### src/rtl/spec_accum_pkg.sv
package spec_accum_pkg;

   // Outcome of a pending speculative capture in the cycle its verdict arrives
   typedef enum logic [1:0] {
      VRD_IDLE   = 2'd0,
      VRD_COMMIT = 2'd1,
      VRD_RETRY  = 2'd2
   } verdict_e;

   function automatic verdict_e resolve(input logic pending, input logic late_fail);
      if (!pending)       return VRD_IDLE;
      else if (late_fail) return VRD_RETRY;
      else                return VRD_COMMIT;
   endfunction

endpackage

### src/rtl/spec_accum_capture.sv
module spec_accum_capture #(
   parameter int DATA_W = 16
) (
   input  logic              clk,
   input  logic              rst_n,
   input  logic              avail,
   input  logic [DATA_W-1:0] data,
   output logic              pend,
   output logic [DATA_W-1:0] item
);
   // Input register: overwritten on every speculative capture
   always_ff @(posedge clk or negedge rst_n) begin
      if (!rst_n) begin
         pend <= 1'b0;
         item <= '0;
      end else begin
         pend <= avail;
         if (avail) item <= data;
      end
   end
endmodule

### src/rtl/spec_accum_verdict.sv
module spec_accum_verdict
   import spec_accum_pkg::*;
(
   input  logic pend,
   input  logic fail,
   output logic commit,
   output logic rd_done
);
   verdict_e vrd;

   always_comb begin
      vrd     = resolve(pend, fail);
      commit  = (vrd == VRD_COMMIT);
      rd_done = (vrd == VRD_COMMIT);
   end
endmodule

### src/rtl/spec_accum_ms.sv
module spec_accum_ms #(
   parameter int DATA_W    = 16,
   parameter int ACC_W     = 32,
   parameter bit SLAVE_REG = 1'b1
) (
   input  logic              clk,
   input  logic              rst_n,
   input  logic              commit,
   input  logic              avail,
   input  logic [DATA_W-1:0] data,
   input  logic              pend,
   input  logic [DATA_W-1:0] item,
   output logic [ACC_W-1:0]  master,
   output logic [ACC_W-1:0]  slave
);
   localparam int PAD_W = ACC_W - DATA_W;

   logic [ACC_W-1:0] master_nxt;
   logic [ACC_W-1:0] data_x;
   logic [ACC_W-1:0] item_x;

   assign data_x = ACC_W'(data);
   assign item_x = ACC_W'(item);

   generate
      if (SLAVE_REG) begin : g_slave_reg
         // Slave holds master_nxt + captured word; commit copies it across
         logic [ACC_W-1:0] slave_q;

         always_comb master_nxt = commit ? slave_q : master;

         always_ff @(posedge clk or negedge rst_n) begin
            if (!rst_n) begin
               master  <= '0;
               slave_q <= '0;
            end else begin
               master  <= master_nxt;
               slave_q <= avail ? (master_nxt + data_x) : master_nxt;
            end
         end

         assign slave = slave_q;

         logic unused_ok;
         assign unused_ok = ^{pend, item_x, PAD_W[0]};
      end else begin : g_slave_comb
         // Slave computed from master and the input register
         always_comb master_nxt = commit ? (master + item_x) : master;

         always_ff @(posedge clk or negedge rst_n) begin
            if (!rst_n) master <= '0;
            else        master <= master_nxt;
         end

         assign slave = pend ? (master + item_x) : master;

         logic unused_ok;
         assign unused_ok = ^{avail, data_x, PAD_W[0]};
      end
   endgenerate
endmodule

### src/rtl/spec_accum.sv
module spec_accum #(
   parameter int DATA_W    = 16,
   parameter int ACC_W     = 32,
   parameter bit SLAVE_REG = 1'b1
) (
   input  logic              clk,
   input  logic              rst_n,
   input  logic [DATA_W-1:0] in_data,
   input  logic              in_avail,
   input  logic              in_fail,
   output logic              rd_done,
   output logic [ACC_W-1:0]  acc_commit,
   output logic [ACC_W-1:0]  acc_spec
);
   generate
      if (DATA_W < 1) begin : g_bad_dw
         $error("spec_accum: DATA_W must be at least 1");
      end
      if (ACC_W < DATA_W) begin : g_bad_aw
         $error("spec_accum: ACC_W must not be narrower than DATA_W");
      end
   endgenerate

   logic              pend;
   logic [DATA_W-1:0] item;
   logic              commit;

   spec_accum_capture #(.DATA_W(DATA_W)) u_cap (
      .clk   (clk),
      .rst_n (rst_n),
      .avail (in_avail),
      .data  (in_data),
      .pend  (pend),
      .item  (item)
   );

   spec_accum_verdict u_vrd (
      .pend    (pend),
      .fail    (in_fail),
      .commit  (commit),
      .rd_done (rd_done)
   );

   spec_accum_ms #(
      .DATA_W    (DATA_W),
      .ACC_W     (ACC_W),
      .SLAVE_REG (SLAVE_REG)
   ) u_ms (
      .clk    (clk),
      .rst_n  (rst_n),
      .commit (commit),
      .avail  (in_avail),
      .data   (in_data),
      .pend   (pend),
      .item   (item),
      .master (acc_commit),
      .slave  (acc_spec)
   );
endmodule

### config.mk
export PLATFORM = sky130hd
export DESIGN_NAME = spec_accum
export DESIGN_NICKNAME = d
export VERILOG_FILES = /design/src/rtl/spec_accum_pkg.sv /design/src/rtl/spec_accum_capture.sv /design/src/rtl/spec_accum_verdict.sv /design/src/rtl/spec_accum_ms.sv /design/src/rtl/spec_accum.sv
export SDC_FILE = /design/constraint.sdc
export NUM_CORES = 1
export LEC_CHECK = 0
export CAP_MARGIN = 10
export CORE_MARGIN = 2
export CORE_UTILIZATION = 46
export CTS_BUF_LIST = sky130_fd_sc_hd__clkbuf_8
export CTS_CLUSTER_SIZE = 8
export DETAILED_ROUTE_END_ITERATION = 10
export PLACE_DENSITY = 0.77
export SLEW_MARGIN = 40
export SYNTH_ARGS = -nofsm -noshare
export SYNTH_HDL_FRONTEND = slang
export SYNTH_SLANG_ARGS = --single-unit
### constraint.sdc
create_clock -name clk -period 3.31 [get_ports clk]
set_input_delay 0.4965 -clock clk [delete_from_list [all_inputs] [get_ports clk]]
set_output_delay 0.4965 -clock clk [all_outputs]
set_load 0.01 [all_outputs]
======== Yosys cells after proc, flatten, opt, wreduce, memory -nomap -nowiden ========
Cells that the tools add are included.
storage, ports and cells
  flip-flop bits (word level) ............. 65
operators by class
  equality and inequality tests ........... 1
  mux-type cells .......................... 4
  add/subtract/negate cells ............... 1
operators with widths
  kind                  count
  $mux W32              2
  $add A32 B16 Y32      1
  $mux W2               2
  $eq A2 B1 Y1 const B  1

======== Logic depth before layout (Yosys ltp) ========
Gate-level depths: netlist of the first run.
  word-level depth ........................ 6
  gate-level depth with buffers ........... 15

======== Hierarchy ========
From an unflattened synthesis of the first run, not the netlist that was laid out.
second synthesis, totals
  cells, all modules ...................... 360
  area total of the unflattened synthesis .. 4186.5 µm²
by module, submodules not included
  module              seq. area each (µm²)  cells an instance  times used  area each (µm²)
  spec_accum_ms       1601.5                323                1           3490.8
  spec_accum_capture  425.4                 35                 1           674.4
  spec_accum_verdict  0.0                   2                  1           21.3

======== Least setup slack after synthesis of the first run ========
No wires, ideal clock.
  path kind ............................... in2reg
  start ................................... in in_fail
  end ..................................... reg u_ms.g_slave_reg.slave_q[11] (netlist: u_ms.slave[11])
  setup time .............................. 0.137 ns
  required time ........................... 3.173 ns
  arrival ................................. 3.087 ns
  buffers on the path ..................... 3
  path slack .............................. 0.086 ns
  stages on the path ...................... 14
  path through ............................ nand2b_4 -> buf_6 -> clkbuf_1 -> clkbuf_1 -> nand2_1 -> nand2_1 -> ha_1 -> a21o_1 -> a31o_2 -> o21ai_0 -> or3b_1 -> a21oi_1 -> xor2_1 -> a21oi_1
on the way
  cells in the longest elaborated chain, start to end .. 6
ends and longest elaborated chain
  item                          line                      text
  start: declaration            spec_accum.sv:10          input logic in_fail,
  $mux W2                       spec_accum_pkg.sv:12      else if (late_fail) return VRD_RETRY;
  $mux W2                       spec_accum_pkg.sv:11      if (!pending) return VRD_IDLE;
  $eq A2 B1 Y1                  spec_accum_verdict.sv:13  commit = (vrd == VRD_COMMIT);
  $mux W32                      spec_accum_ms.sv:30       always_comb master_nxt = commit ? slave_q : master;
  named net u_ms.master_nxt[4]  spec_accum_ms.sv:18       logic [ACC_W-1:0] master_nxt;
  $add A32 B16 Y32              spec_accum_ms.sv:38       slave_q <= avail ? (master_nxt + data_x) : master_nxt;
  $mux W32                      spec_accum_ms.sv:38
  end signal: assignment        spec_accum_ms.sv:38
  end: declaration              spec_accum_ms.sv:28       logic [ACC_W-1:0] slave_q;
The timed path passes the listed nets, and every way through them passes these cells.

======== Final worst setup path of the first run ========
  start ................................... in in_fail
  end ..................................... reg u_ms.g_slave_reg.slave_q[28] (netlist: u_ms.slave[28])
Same word-level chain as after synthesis.

==> results.tsv, run 1 <==
metric	value	unit
CP max FO	5	
top_reg_cell synth	dfrtp_1	
ant diodes	0	
Max-slew headroom	60.9	%
Die Y	91.3	um
CTS Sinks	65	
net count after synthesis	424	
largest net degree at the start of global routing	46	
slowest cell on the critical path	clkdlybuf4s50_1	
largest family of logic cells by synthesized area	simple AND/OR/NAND/NOR gates	
Avg Cell Area, Syn	9.07	um^2
DR pass1 iterations	4	
Mapped Area	3510	um^2
H-tree depth	3	
Rows	31	
Post-DP HPWL	6500	um
ys async rst share	100	%
mux share of post-synthesis cell area	4.31	%
Final Wtd Congestion	0.873	
Synth Area in XOR/XNOR	7.24	%
CP Class	in -> reg	
Required @ worst endpoint	3.59	ns
max incr delay on CP	0.41	ns
final period utilization	94.8	%
Worst IR Drop VDD	0.394	mV
final std cells w/o fill	596	
top post-synthesis cells by area	dfrtp_1, nand2_1, ha_1	
Antenna Nets Post-Route	0	
final hold vios	0	
area share of the largest cell type after synthesis	46.3	%
average wire per standard cell	14.8	um
top-count cell post-synth	nand2_1	
top cells by count, synth	nand2_1, dfrtp_1, nor2_1, a21oi_1, ha_1	
Slew @ Worst Pin	0.581	ns
outcome	complete, no violations	
CTS Buf Count	9	
CTS max path bufs	2	
Slew Viols, Final	0	
vias in the first global route	3085	
Die Footprint	8340	um^2
Routed WL	8850	um
clock latency on the worst-skew pair	0.35	ns
register area share after synthesis	46.3	%
Synth Warn #	0	
post-synthesis compound-gate area fraction	11.6	%
Initial Util	47.9	%
Netlist cell types	45	
pwr dens	669	nW/um^2
port buffer count	84	
DR vias	3084	
worst min path class	in -> async	
share of layout cells above drive strength 1	13.3	%
count of flip-flops with a built-in enable after synthesis	0	
number of top-level pins	85	
Setup crit end kind	flip-flop	
initial antenna violation count	0	
CTS tree	yes	
placed cells	578	
Final #Nets	530	
DRC	0	
worst hold slack	0.135	ns
Post-Synth Adder-Cell Area	6.27	%
CP cell instances	clkdlybuf4s50_1, nand2b_4, inv_2, nand2_1, nand2_1, ha_2, inv_1, fa_2, nor2b_2, o2111ai_2, a21oi_4, a31oi_4, a311o_1, nor3b_2, xor2_1	
Total Routing Usage GR	22.4	%
Max-Cap Viols	0	
Clk pin slew, worst setup/hold paths	0.07	ns
total gr overflow	0	
Synth Register Bits	65	
Finish-stage setup viols	0	
Simple-Gate Fraction of Synth Area	20.9	%
final core occ	66.0	%
Post-Synthesis Cells	387	
Die X-Extent	91.3	um
Post-CTS Hold Buffers	0	
Initial DRC Count	94	
Leak	0.00228	uW
Setup Skew	0.00947	ns
clk root buf	clkbuf_8	
first-pass GRT wire length	14900	um
crit start category	input port	
DR vias/cell	5.17	
Synth area leader	dfrtp_1	
Arr. time, crit path	3.41	ns
most frequent CP cell	nand2_1	
Fmax achieved	319	MHz
min Tclk post-route	3.14	ns
Area growth syn-to-layout	37.9	%
core area	7330	um^2
through the flow:
| stage | TNS [ns] | setup WS, ns | power [uW] | cell area [um^2] |
|---|---|---|---|---|
| finish | 0 | 0.172 | 3240 | 4840 |
| global route | -0.0325 | -0.0325 | 3450 | 4840 |
| CTS | 0 | 0.0421 | 3210 | 4770 |
| detailed placement | -0.998 | -0.252 | 2570 | 4590 |
| global placement | -0.431 | -0.142 | 2550 | 4590 |
| floorplan | 0 | 0.0862 | 1880 | 3510 |
final cells by class:
class	instances	area [um^2]
timing repair buffer	114	1060
inverter	10	37.5
multi-input combinational	293	1810
sequential	65	1630
clock inverter	3	15.0
fill	564	2490
clock buffer	12	165
tap	99	124
layout by cell type, fill, tap and decap left out, types with 2 or more instances in the layout:
cell type / count
nor3b_2: 2
nor3_1: 6
o21ai_0: 13
nor2b_1: 3
a31oi_1: 3
buf_4: 31
dfrtp_1: 65
inv_1: 9
ha_1: 15
xnor2_1: 15
a31o_2: 4
clkbuf_8: 12
a21oi_1: 28
and3_1: 4
nand2b_1: 2
nor2_1: 30
nand4_1: 7
clkdlybuf4s50_1: 83
clkinv_2: 3
a21o_1: 3
nand2_1: 99
nand3_1: 10
o21a_1: 2
xor2_1: 14
mux2_2: 3
mux2i_1: 8
routing by layer:
layer  GRT usage [%]  routed length [um]
met2            35.9                4280
met3            6.06                 441
met1            30.2                3950
met5               0                   0
met4            6.06                 178
registers in the layout, indices dropped and copies added (netlist names):
signal,count
u_cap.pend,1
u_ms.master,32
u_ms.slave,32
logic make-up (layout without fill, tap and decap cells):
| logic type | after synthesis | in the layout |
|---|---|---|
| AOI/OAI and AO/OA | 65 | 65 |
| xor gates and xnor gates | 29 | 29 |
| adders and majority gates | 17 | 17 |
| buffers and inverters | 29 | 139 |
| DFF | 65 | 65 |
| muxes | 13 | 13 |
| and+or+nand+nor | 169 | 169 |
report_power, final:
group	leakage (uW)	switching, uW	internal (uW)
clock network	0.0000980	294	325
registers	0.000837	123	974
logic	0.00135	761	764
worst max-delay path, delay by kind of cell:
family	cells	cell delay [ns]
buf+inv	3	0.55
simple gates	5	0.70
compound gates	4	0.97
fa+ha+maj	2	0.54
xor+xnor	1	0.15
repair_timing:
action	4_1_cts	5_1_grt
setup endpoints to repair	0	6
setup buffers	0	3
resized for setup	0	10
worst paths after layout:
path                                     startpoint                         to  slack [ns]  cells after the start
max                                         in_fail   u_ms.slave[28]$_DFF_PN0_        0.17                     15
min                                           rst_n       u_cap.pend$_DFF_PN0_        0.13                      1
max reg2reg                    u_cap.pend$_DFF_PN0_   u_ms.slave[28]$_DFF_PN0_        0.45                     14
min reg2reg                u_ms.slave[31]$_DFF_PN0_  u_ms.master[31]$_DFF_PN0_        0.52                      2
max in group asynchronous                     rst_n  u_ms.master[14]$_DFF_PN0_        2.48                      2
min in group clk           u_ms.slave[31]$_DFF_PN0_  u_ms.master[31]$_DFF_PN0_        0.52                      2
No activity file was read; power rests on OpenSTA's default activity.
==> inputs of run 2 (changes only) <==
- TNS_END_PERCENT: not set -> 30
==> results of run 2 <==
No change in the layout: final DEF, timing and power equal those of run 1.
==> inputs of run 3 (changes only) <==
- CORE_ASPECT_RATIO: not set -> 1.2
- CORE_MARGIN: 2 -> 5
==> results.tsv, run 3 (synthesis gave the netlist of run 1 again) <==
metric	value	unit
worst hold slack	0.104	ns
Post-DP HPWL	7150	um
Required @ worst endpoint	3.57	ns
Slew @ Worst Pin	0.497	ns
final period utilization	96.4	%
CP Class	in -> reg	
DR vias	3173	
post-cts resize count	0	
worst min path class	in -> async	
core area	7580	um^2
clock latency on the worst-skew pair	0.34	ns
end of the critical path	u_ms.slave[28]$_DFF_PN0_	
Die Footprint	9480	um^2
Die Y	106	um
Initial DRC Count	89	
Leak	0.00233	uW
CTS Buf Count	9	
Setup Skew	0.00600	ns
share of layout cells above drive strength 1	14.9	%
most frequent cells in the layout	nand2_1, clkdlybuf4s50_1, dfrtp_1	
CP max FO	6	
Antenna Nets Post-Route	0	
initial antenna violation count	0	
number of top-level pins	85	
Clk pin slew, worst setup/hold paths	0.06	ns
first-pass GRT wire length	15700	um
DR vias/cell	5.28	
average wire per standard cell	15.5	um
Slew Viols, Final	0	
CTS max path bufs	2	
CTS Sinks	65	
commonest non-fill, non-tap cell in the layout	nand2_1	
min Tclk post-route	3.19	ns
crit start category	input port	
clk root buf	clkbuf_8	
Register-to-Register Path Depth	14	
Max-Cap Viols	0	
Setup crit end kind	flip-flop	
vias in the first global route	3306	
pwr dens	663	nW/um^2
ant diodes	0	
Final Wtd Congestion	0.898	
port buffer count	84	
Cell Area, Placed	4710	um^2
Worst IR Drop VDD	0.465	mV
H-tree depth	3	
reg2reg end	u_ms.slave[28]$_DFF_PN0_	
Rows	35	
largest net degree at the start of global routing	37	
CTS tree	yes	
number of fillers in the final layout	633	
Routed WL	9340	um
total gr overflow	0	
Post CTS Setup Buffer Count	0	
Post-CTS Hold Buffers	0	
Area growth syn-to-layout	39.6	%
r2r setup slk	0.43	ns
Finish-stage setup viols	0	
Initial Util	46.3	%
design area	4900	um^2
Arr. time, crit path	3.45	ns
CP startpoint	in_fail	
unrepaired setup endpoints after global routing	true	
Final #Nets	544	
Max-slew headroom	66.5	%
Die X-Extent	89.7	um
outcome	complete, no violations	
DRC	0	
final hold vios	0	
Total Routing Usage GR	20.2	%
Fmax achieved	314	MHz
RR Startpoint	u_cap.pend$_DFF_PN0_	
DR pass1 iterations	5	
-- run 3: cell types whose count changed in the layout (fill, tap and decap cells not counted), sizes merged --
cell	previous run	this run
inv	10	12
clkbuf	12	10
clkinv	3	1
buf	31	45
-- run 3: area by class of cell --
class	count	area (um^2)	share of cell area, %
Sequential cell	65	1630	33.2
Tap cell	92	115	2.35
Clock buffer	10	138	2.81
Multi-Input combinational cell	293	1800	36.8
Timing Repair Buffer	128	1170	23.9
Clock inverter	3	12.5	0.255
Inverter	10	37.5	0.766
-- run 3: worst min path at each step --
stage / start / endpoint / slack, ns / depth (start not counted)
floorplan: rst_n / u_cap.pend$_DFF_PN0_ / 0.20 / 0
global placement: u_ms.slave[14]$_DFF_PN0_ / u_ms.master[14]$_DFF_PN0_ / 0.51 / 2
detailed placement: u_ms.slave[11]$_DFF_PN0_ / u_ms.master[11]$_DFF_PN0_ / 0.52 / 2
CTS: rst_n / u_ms.master[10]$_DFF_PN0_ / 0.27 / 1
global route: rst_n / u_ms.slave[10]$_DFF_PN0_ / 0.15 / 1
finish: rst_n / u_ms.slave[10]$_DFF_PN0_ / 0.10 / 1
-- run 3: critical path, stage by stage --
cell and delay (ns):
clkdlybuf4s50_1 0.42, nand2b_4 0.19, inv_2 0.08, nand2_1 0.05, nand2_1 0.08, ha_2 0.18, inv_1 0.05, fa_2 0.36
nor2b_2 0.15, o2111ai_2 0.15, a21oi_2 0.29, a31oi_4 0.14, a311o_1 0.40, nor3b_2 0.25, xor2_1 0.17
-- run 3: per-layer routing --
| metal | up-vias | track usage, % | wire, um |
|---|---|---|---|
| li1 | 1547 | - | - |
| met1 | 1510 | 23.7 | 3860 |
| met2 | 90 | 35.8 | 4770 |
| met3 | 26 | 4.14 | 466 |
| met4 | 0 | 7.88 | 249 |
| met5 | - | 0 | 0 |
-- run 3: power by group --
part	total (uW)	leakage [uW]	internal, uW	switching (uW)
Sequential	1100	0.000837	974	126
Clock	543	0.0000865	273	271
Combinational	1610	0.00141	823	783
Total	3250	0.00233	2070	1180
-- run 3: metrics by stage --
step / worst slack, ns / total power, uW / setup TNS (ns) / util [%] / cells
floorplan: 0.0862 / 1880 / 0 / - / 387
global placement: -0.139 / 2640 / -0.657 / 62.2 / 588
detailed placement: -0.300 / 2670 / -1.59 / 62.2 / 588
CTS: 0.0253 / 3230 / 0 / 64.1 / 601
global route: -0.0506 / 3470 / -0.109 / 64.7 / 601
finish: 0.120 / 3250 / 0 / 64.7 / 601
